===== src/rtl/ulps_pkg.sv =====
// Package: shared state type and codes for the ULPS sequencer.
// Assumes: nothing beyond IEEE 1800-2017.
package ulps_pkg;

    // Sequencer phases; the waiting phases are ENTER, EXIT and RELEASE.
    typedef enum logic [2:0] {
        S_IDLE    = 3'd0,
        S_ENTER   = 3'd1,
        S_ASLEEP  = 3'd2,
        S_EXIT    = 3'd3,
        S_WAKE    = 3'd4,
        S_RELEASE = 3'd5
    } ulps_state_t;

    // Coded request type for ULPS when the 4-bit type field is used.
    localparam logic [3:0] REQ_TYPE_ULPS = 4'b0001;
    localparam logic [3:0] REQ_TYPE_NONE = 4'b0000;

endpackage


===== src/rtl/ulps_wake_timer.sv =====
// Module: wakeup hold counter.
// Loads max(cycles, MIN_CYC) on 'load' and counts down while 'run' is high.
// 'expire' is high in the last cycle of the hold.
// Assumes: MIN_CYC >= 1 and MIN_CYC fits in CNT_W bits.
module ulps_wake_timer #(
    parameter int CNT_W   = 24,
    parameter int MIN_CYC = 1
) (
    input  logic             clk,
    input  logic             rst_n,
    input  logic             load,
    input  logic             run,
    input  logic [CNT_W-1:0] cycles,
    output logic             expire
);
    localparam logic [CNT_W-1:0] MIN_V = CNT_W'(MIN_CYC);

    logic [CNT_W-1:0] cnt;
    logic [CNT_W-1:0] eff;

    // Purpose: apply the one-millisecond floor to the requested hold.
    always_comb begin
        eff = (cycles < MIN_V) ? MIN_V : cycles;
    end

    // Purpose: hold the remaining cycles of the wakeup interval.
    always_ff @(posedge clk) begin
        if (!rst_n) begin
            cnt <= '0;
        end else if (load) begin
            cnt <= eff;
        end else if (run && (cnt > CNT_W'(1))) begin
            cnt <= cnt - CNT_W'(1);
        end
    end

    // Purpose: flag the final cycle of the interval.
    always_comb begin
        expire = run && (cnt <= CNT_W'(1));
    end

endmodule


===== src/rtl/ulps_watchdog.sv =====
// Module: per-phase response watchdog.
// Counts the cycles spent in a waiting phase and clears whenever the phase is
// left. 'expired' is high once the count reaches 'limit'.
// Assumes: each waiting phase is entered from a non-waiting phase, so the
// count always starts at zero.
module ulps_watchdog #(
    parameter int CNT_W = 24
) (
    input  logic             clk,
    input  logic             rst_n,
    input  logic             armed,
    input  logic [CNT_W-1:0] limit,
    output logic             expired
);
    localparam logic [CNT_W-1:0] CNT_MAX = '1;

    logic [CNT_W-1:0] cnt;

    // Purpose: count waiting cycles, saturating, and clear when disarmed.
    always_ff @(posedge clk) begin
        if (!rst_n || !armed) begin
            cnt <= '0;
        end else if (cnt != CNT_MAX) begin
            cnt <= cnt + CNT_W'(1);
        end
    end

    // Purpose: compare the elapsed wait against the programmed limit.
    always_comb begin
        expired = armed && (cnt >= limit);
    end

endmodule


===== src/rtl/ulps_fsm.sv =====
// Module: ULPS handshake state machine.
// Walks idle -> enter -> asleep -> exit -> wake hold -> release -> idle.
// Issues one-cycle done or err pulses when it returns to idle.
// Assumes: inputs are synchronous to clk; a PHY response sampled in the
// same cycle as watchdog expiry takes priority over the expiry.
module ulps_fsm
    import ulps_pkg::*;
(
    input  logic        clk,
    input  logic        rst_n,
    input  logic        sleep_cmd,
    input  logic        wake_cmd,
    input  logic        stop_state,
    input  logic        ulp_active_n,
    input  logic        wake_expire,
    input  logic        wd_expire,
    output ulps_state_t st,
    output logic        wake_load,
    output logic        wake_run,
    output logic        wd_armed,
    output logic        done,
    output logic        err
);
    ulps_state_t nxt;
    logic        fin_ok;
    logic        fin_err;

    // Purpose: choose the next phase from commands and PHY responses.
    always_comb begin
        nxt     = st;
        fin_ok  = 1'b0;
        fin_err = 1'b0;
        unique case (st)
            S_IDLE: begin
                if (sleep_cmd && stop_state) nxt = S_ENTER;
            end
            S_ENTER: begin
                if (!ulp_active_n) begin
                    nxt = S_ASLEEP;
                end else if (wd_expire) begin
                    nxt     = S_IDLE;
                    fin_err = 1'b1;
                end
            end
            S_ASLEEP: begin
                if (wake_cmd) nxt = S_EXIT;
            end
            S_EXIT: begin
                if (ulp_active_n) begin
                    nxt = S_WAKE;
                end else if (wd_expire) begin
                    nxt     = S_IDLE;
                    fin_err = 1'b1;
                end
            end
            S_WAKE: begin
                if (wake_expire) nxt = S_RELEASE;
            end
            S_RELEASE: begin
                if (stop_state) begin
                    nxt    = S_IDLE;
                    fin_ok = 1'b1;
                end else if (wd_expire) begin
                    nxt     = S_IDLE;
                    fin_err = 1'b1;
                end
            end
            default: nxt = S_IDLE;
        endcase
    end

    // Purpose: hold the current phase.
    always_ff @(posedge clk) begin
        if (!rst_n) st <= S_IDLE;
        else        st <= nxt;
    end

    // Purpose: register the completion and error pulses.
    always_ff @(posedge clk) begin
        if (!rst_n) begin
            done <= 1'b0;
            err  <= 1'b0;
        end else begin
            done <= fin_ok;
            err  <= fin_err;
        end
    end

    // Purpose: derive timer controls from the phase.
    always_comb begin
        wake_load = (st == S_EXIT) && (nxt == S_WAKE);
        wake_run  = (st == S_WAKE);
        wd_armed  = (st == S_ENTER) || (st == S_EXIT) || (st == S_RELEASE);
    end

endmodule


===== src/rtl/ulps_lane_drive.sv =====
// Module: maps the sequencer phase onto the lane's PPI-side outputs.
// CLOCK_LANE selects the dedicated clock-lane request instead of the escape
// request and its selection fields.
// Assumes: the phase input is a registered state, so outputs are glitch-free.
module ulps_lane_drive
    import ulps_pkg::*;
#(
    parameter bit CLOCK_LANE = 1'b0
) (
    input  ulps_state_t st,
    output logic        esc_req,
    output logic        esc_ulps_sel,
    output logic        esc_lpdt_sel,
    output logic [3:0]  esc_trig_sel,
    output logic [3:0]  esc_req_type,
    output logic        clk_ulps_req,
    output logic        ulps_exit,
    output logic        asleep,
    output logic        busy
);
    logic req_phase;

    // Purpose: decode the phases that hold the request and the exit signal.
    always_comb begin
        req_phase = (st == S_ENTER) || (st == S_ASLEEP) ||
                    (st == S_EXIT)  || (st == S_WAKE);
        ulps_exit = (st == S_EXIT) || (st == S_WAKE);
        asleep    = (st == S_ASLEEP);
        busy      = (st != S_IDLE);
    end

    // Other escape selects never accompany a ULPS request.
    assign esc_lpdt_sel = 1'b0;
    assign esc_trig_sel = 4'b0000;

    generate
        if (CLOCK_LANE) begin : g_clk_lane
            assign clk_ulps_req = req_phase;
            assign esc_req      = 1'b0;
            assign esc_ulps_sel = 1'b0;
            assign esc_req_type = REQ_TYPE_NONE;
        end else begin : g_data_lane
            assign clk_ulps_req = 1'b0;
            assign esc_req      = req_phase;
            assign esc_ulps_sel = req_phase;
            assign esc_req_type = req_phase ? REQ_TYPE_ULPS : REQ_TYPE_NONE;
        end
    endgenerate

endmodule


===== src/rtl/ulps_seq.sv =====
// Module: top of the ULPS entry/exit sequencer for one lane.
// Combines the handshake FSM, the wakeup hold timer, the response watchdog
// and the lane output decode.
// Assumes: clk is the escape clock at ESC_CLK_KHZ kHz; ESC_CLK_KHZ < 2**CNT_W.
module ulps_seq
    import ulps_pkg::*;
#(
    parameter bit CLOCK_LANE  = 1'b0,
    parameter int CNT_W       = 24,
    parameter int ESC_CLK_KHZ = 20000
) (
    input  logic             clk,
    input  logic             rst_n,
    input  logic             sleep_cmd,
    input  logic             wake_cmd,
    input  logic [CNT_W-1:0] wake_cycles,
    input  logic [CNT_W-1:0] timeout_limit,
    input  logic             stop_state,
    input  logic             ulp_active_n,
    output logic             esc_req,
    output logic             esc_ulps_sel,
    output logic             esc_lpdt_sel,
    output logic [3:0]       esc_trig_sel,
    output logic [3:0]       esc_req_type,
    output logic             clk_ulps_req,
    output logic             ulps_exit,
    output logic             asleep,
    output logic             busy,
    output logic             done,
    output logic             err
);
    // One millisecond of escape clock.
    localparam int WAKE_MIN = ESC_CLK_KHZ;

    ulps_state_t st;
    logic        wake_load;
    logic        wake_run;
    logic        wake_expire;
    logic        wd_armed;
    logic        wd_expire;

    ulps_fsm u_fsm (
        .clk          (clk),
        .rst_n        (rst_n),
        .sleep_cmd    (sleep_cmd),
        .wake_cmd     (wake_cmd),
        .stop_state   (stop_state),
        .ulp_active_n (ulp_active_n),
        .wake_expire  (wake_expire),
        .wd_expire    (wd_expire),
        .st           (st),
        .wake_load    (wake_load),
        .wake_run     (wake_run),
        .wd_armed     (wd_armed),
        .done         (done),
        .err          (err)
    );

    ulps_wake_timer #(
        .CNT_W   (CNT_W),
        .MIN_CYC (WAKE_MIN)
    ) u_wake (
        .clk    (clk),
        .rst_n  (rst_n),
        .load   (wake_load),
        .run    (wake_run),
        .cycles (wake_cycles),
        .expire (wake_expire)
    );

    ulps_watchdog #(
        .CNT_W (CNT_W)
    ) u_wd (
        .clk     (clk),
        .rst_n   (rst_n),
        .armed   (wd_armed),
        .limit   (timeout_limit),
        .expired (wd_expire)
    );

    ulps_lane_drive #(
        .CLOCK_LANE (CLOCK_LANE)
    ) u_drive (
        .st           (st),
        .esc_req      (esc_req),
        .esc_ulps_sel (esc_ulps_sel),
        .esc_lpdt_sel (esc_lpdt_sel),
        .esc_trig_sel (esc_trig_sel),
        .esc_req_type (esc_req_type),
        .clk_ulps_req (clk_ulps_req),
        .ulps_exit    (ulps_exit),
        .asleep       (asleep),
        .busy         (busy)
    );

endmodule


===== config.mk =====
export PLATFORM = sky130hd
export DESIGN_NAME = ulps_seq
export DESIGN_NICKNAME = d
export VERILOG_FILES = /design/src/rtl/ulps_pkg.sv /design/src/rtl/ulps_wake_timer.sv /design/src/rtl/ulps_watchdog.sv /design/src/rtl/ulps_fsm.sv /design/src/rtl/ulps_lane_drive.sv /design/src/rtl/ulps_seq.sv
export SDC_FILE = /design/constraint.sdc
export NUM_CORES = 1
export LEC_CHECK = 0
export BUFFER_PORTS_ARGS = -buffer_cell sky130_fd_sc_hd__buf_4
export CAP_MARGIN = 20
export CORE_MARGIN = 2
export CORE_UTILIZATION = 45
export CTS_BUF_LIST = sky130_fd_sc_hd__clkbuf_2 sky130_fd_sc_hd__clkbuf_4 sky130_fd_sc_hd__clkbuf_8
export DETAILED_ROUTE_END_ITERATION = 8
export PLACE_DENSITY = 0.67
export RECOVER_POWER = 100
export SLEW_MARGIN = 20
export SYNTH_ARGS = -nofsm -noshare
export SYNTH_HDL_FRONTEND = slang
export SYNTH_SLANG_ARGS = --single-unit

===== constraint.sdc =====
create_clock -name clk -period 4.5 [get_ports clk]
set_input_delay 0.45 -clock clk [delete_from_list [all_inputs] [get_ports clk]]
set_output_delay 0.45 -clock clk [all_outputs]
set_load 0.01 [all_outputs]

==> results.tsv <==
metric	value	unit
post-synthesis register bit count	53	
Starting Density	0.464	
Storage cell area	1060	um2
Total Wirelength	8420	um
initial DRC count	164	
# fillers	772	
Syn Area/Cell	7.65	um2
number of synthesized flops with an enable pin	0	
H-tree lvl count	2	
Ant. Diodes	0	
Static Leak	1.73	nW
ANT nets after route	0	
CTS Sinks	53	
Synth-to-Final Area Change	14.6	%
post-DP HPWL	6570	um
fin crit period	2.71	ns
clock latency on the worst-skew pair	0.31	ns
total power	882	uW
IO Pins	71	
CTS tree	built	
Achievable Freq	369	MHz
VDD IR-drop max	103	uV
Layout Nets	601	
IO buf count	61	
Core Region	7690	um2
share of layout cells above drive strength 1	0.136	
Slew Limit Fails	0	
MaxCap Viol Count	0	
Syn Inst Count	466	
post-synthesis cell type count	59	
Synth Warn #	0	
largest net degree at the start of global routing	26	
total gr overflow	0	
RSZ-0062 raised after global routing	false	
Worst-path clk slew	0.10	ns
commonest non-fill, non-tap cells in the layout	buf_4 (54), dfxtp_1 (53), nor2_1 (49), nand2_1 (49), inv_1 (35)	
Post-CTS Repair Setup Buffers	0	
dpl cell area	4050	um2
via count	3384	
WP data required	4.76	ns
footprint of the multi-input gates	2240	um2
Hold/Removal Path Class	primary input to register	
Hold-fix buffers, CTS	0	
final setup violation count	0	
Die Ht	93.0	um
kind of end point of the critical path	register	
CP Launch Type	register	
TritonCTS buffer count	5	
DR pass1 iterations	4	
Async SR Flop Fraction	0	
WL/cell	13.5	um
total die area	8660	um2
Mapped Area	3570	um2
Max clock buf depth	2	
initial antenna violation count	0	
post-layout instance area	4090	um2
PwrDens	216	nW/um2
Worst Path Max Fanout	16	
Finished Core Util	0.532	
# rows	32	
area share of the largest cell type after synthesis	0.297	
# DRC	0	
Tcrit/Tclk final	0.603	
Least-Margin Pin Slew	0.847	ns
status	completed	
drt via density	5.43	
largest cells by area after synthesis	dfxtp_1 (30%), ha_1 (9.5%), nand2_1 (5.2%), nor2_1 (5.2%), xnor2_1 (4.4%)	
commonest non-fill, non-tap cell in the layout	buf_4	
sequential share of the synthesized area	0.297	
Final Hold Violating Endpoints	0	
Most used DFF post-synth	dfxtp_1	
area leader, netlist	dfxtp_1	
first-pass GRT wire length	14100	um
Horiz. Die Dim	93.0	um
# resized after CTS	0	
skew final	0.0108	ns
setup_tns	0	ns
vias in the first global route	3100	
CP arrival	2.97	ns
max_slew headroom	0.431	
Total GRT Usage	0.198	
GP Congestion	0.923	
root buf cell	clkbuf_8	
critical path type	register to register	
flip-flops by register name (all words and copies together), names as in the netlist:
name and cells:
u_fsm.st 3, u_fsm.err 1, u_wd.cnt 24, u_wake.cnt 24, u_fsm.done 1
synth_stat cells, drive strengths merged (3+ instances only):
| library cell | instances |
|---|---|
| a211oi | 4 |
| a21oi | 28 |
| a31oi | 6 |
| and3 | 4 |
| buf | 13 |
| clkbuf | 10 |
| dfxtp | 53 |
| ha | 27 |
| inv | 35 |
| nand2 | 49 |
| nand2b | 3 |
| nand3 | 27 |
| nand4 | 14 |
| nor2 | 50 |
| nor3 | 19 |
| nor3b | 3 |
| nor4 | 14 |
| o21ai | 25 |
| o311ai | 3 |
| o31ai | 4 |
| or3 | 11 |
| or4 | 7 |
| xnor2 | 18 |
| xor2 | 10 |
layout make-up:
type | instances | share of cell area
multi-input combinational | 363 | 0.549
sequential | 53 | 0.260
timing repair buffer | 62 | 0.107
inverter | 35 | 0.0321
tap | 102 | 0.0312
clock buffer | 5 | 0.0168
clock inverter | 3 | 0.00429
report_power, final:
group | total [mW] | internal (mW) | switching [mW] | leakage (nW)
logic | 0.133 | 0.0604 | 0.0721 | 1.26
registers | 0.479 | 0.473 | 0.00651 | 0.427
clock network | 0.270 | 0.108 | 0.162 | 0.0439
per-stage QoR:
stage / instances / hold WS (ns) / setup WS, ns
2_1_floorplan: 474 / 0.452 / 2.37
3_3_place_gp: 615 / 0.468 / 2.00
3_5_place_dp: 615 / 0.482 / 1.94
4_1_cts: 623 / 0.330 / 2.05
5_1_grt: 623 / 0.348 / 1.55
6_report: 623 / 0.342 / 1.79
routing by layer:
layer  share of wire  vias to the layer above  wire, um  GRT usage
met3           0.040                       12       337     0.0274
li1                -                     1747         -          -
met4           0.015                        0       129     0.0515
met1            0.46                     1544      3850      0.251
met5               0                        -         0          0
met2            0.49                       81      4100      0.351
final timing paths:
path | start | end | slack, ns | cells after the start
max | u_fsm.st[2] | u_wake.cnt[13] | 1.79 | 6
min | wake_cycles[4] | u_wake.cnt[4] | 0.34 | 3
max reg2reg | u_fsm.st[2] | u_wake.cnt[13] | 1.79 | 6
min reg2reg | u_wake.cnt[1] | u_wake.cnt[1] | 0.50 | 2
worst max-delay path, stage by stage (launching register included):
cell and delay [ns]:
dfxtp_1 0.54, nand2b_1 0.15, nor2_1 0.41, o31a_1 0.69, nand2_1 0.25, or4_1 0.52
nand3_1 0.09
kinds of logic (layout without fill, tap and decap cells):
logic type	count (synthesis)	after routing	synth area share
multiplexers	1	1	0.00281
other	1	9	0.00105
AO/OA/AOI/OAI	87	87	0.158
flip-flops	53	53	0.297
adder cells (fa/ha/maj)	27	27	0.0947
XOR/XNOR	28	28	0.0687
AND/OR/NAND/NOR	211	211	0.301
buffers and inverters	58	105	0.0768
Note: power is estimated with default switching activity, not from simulation.
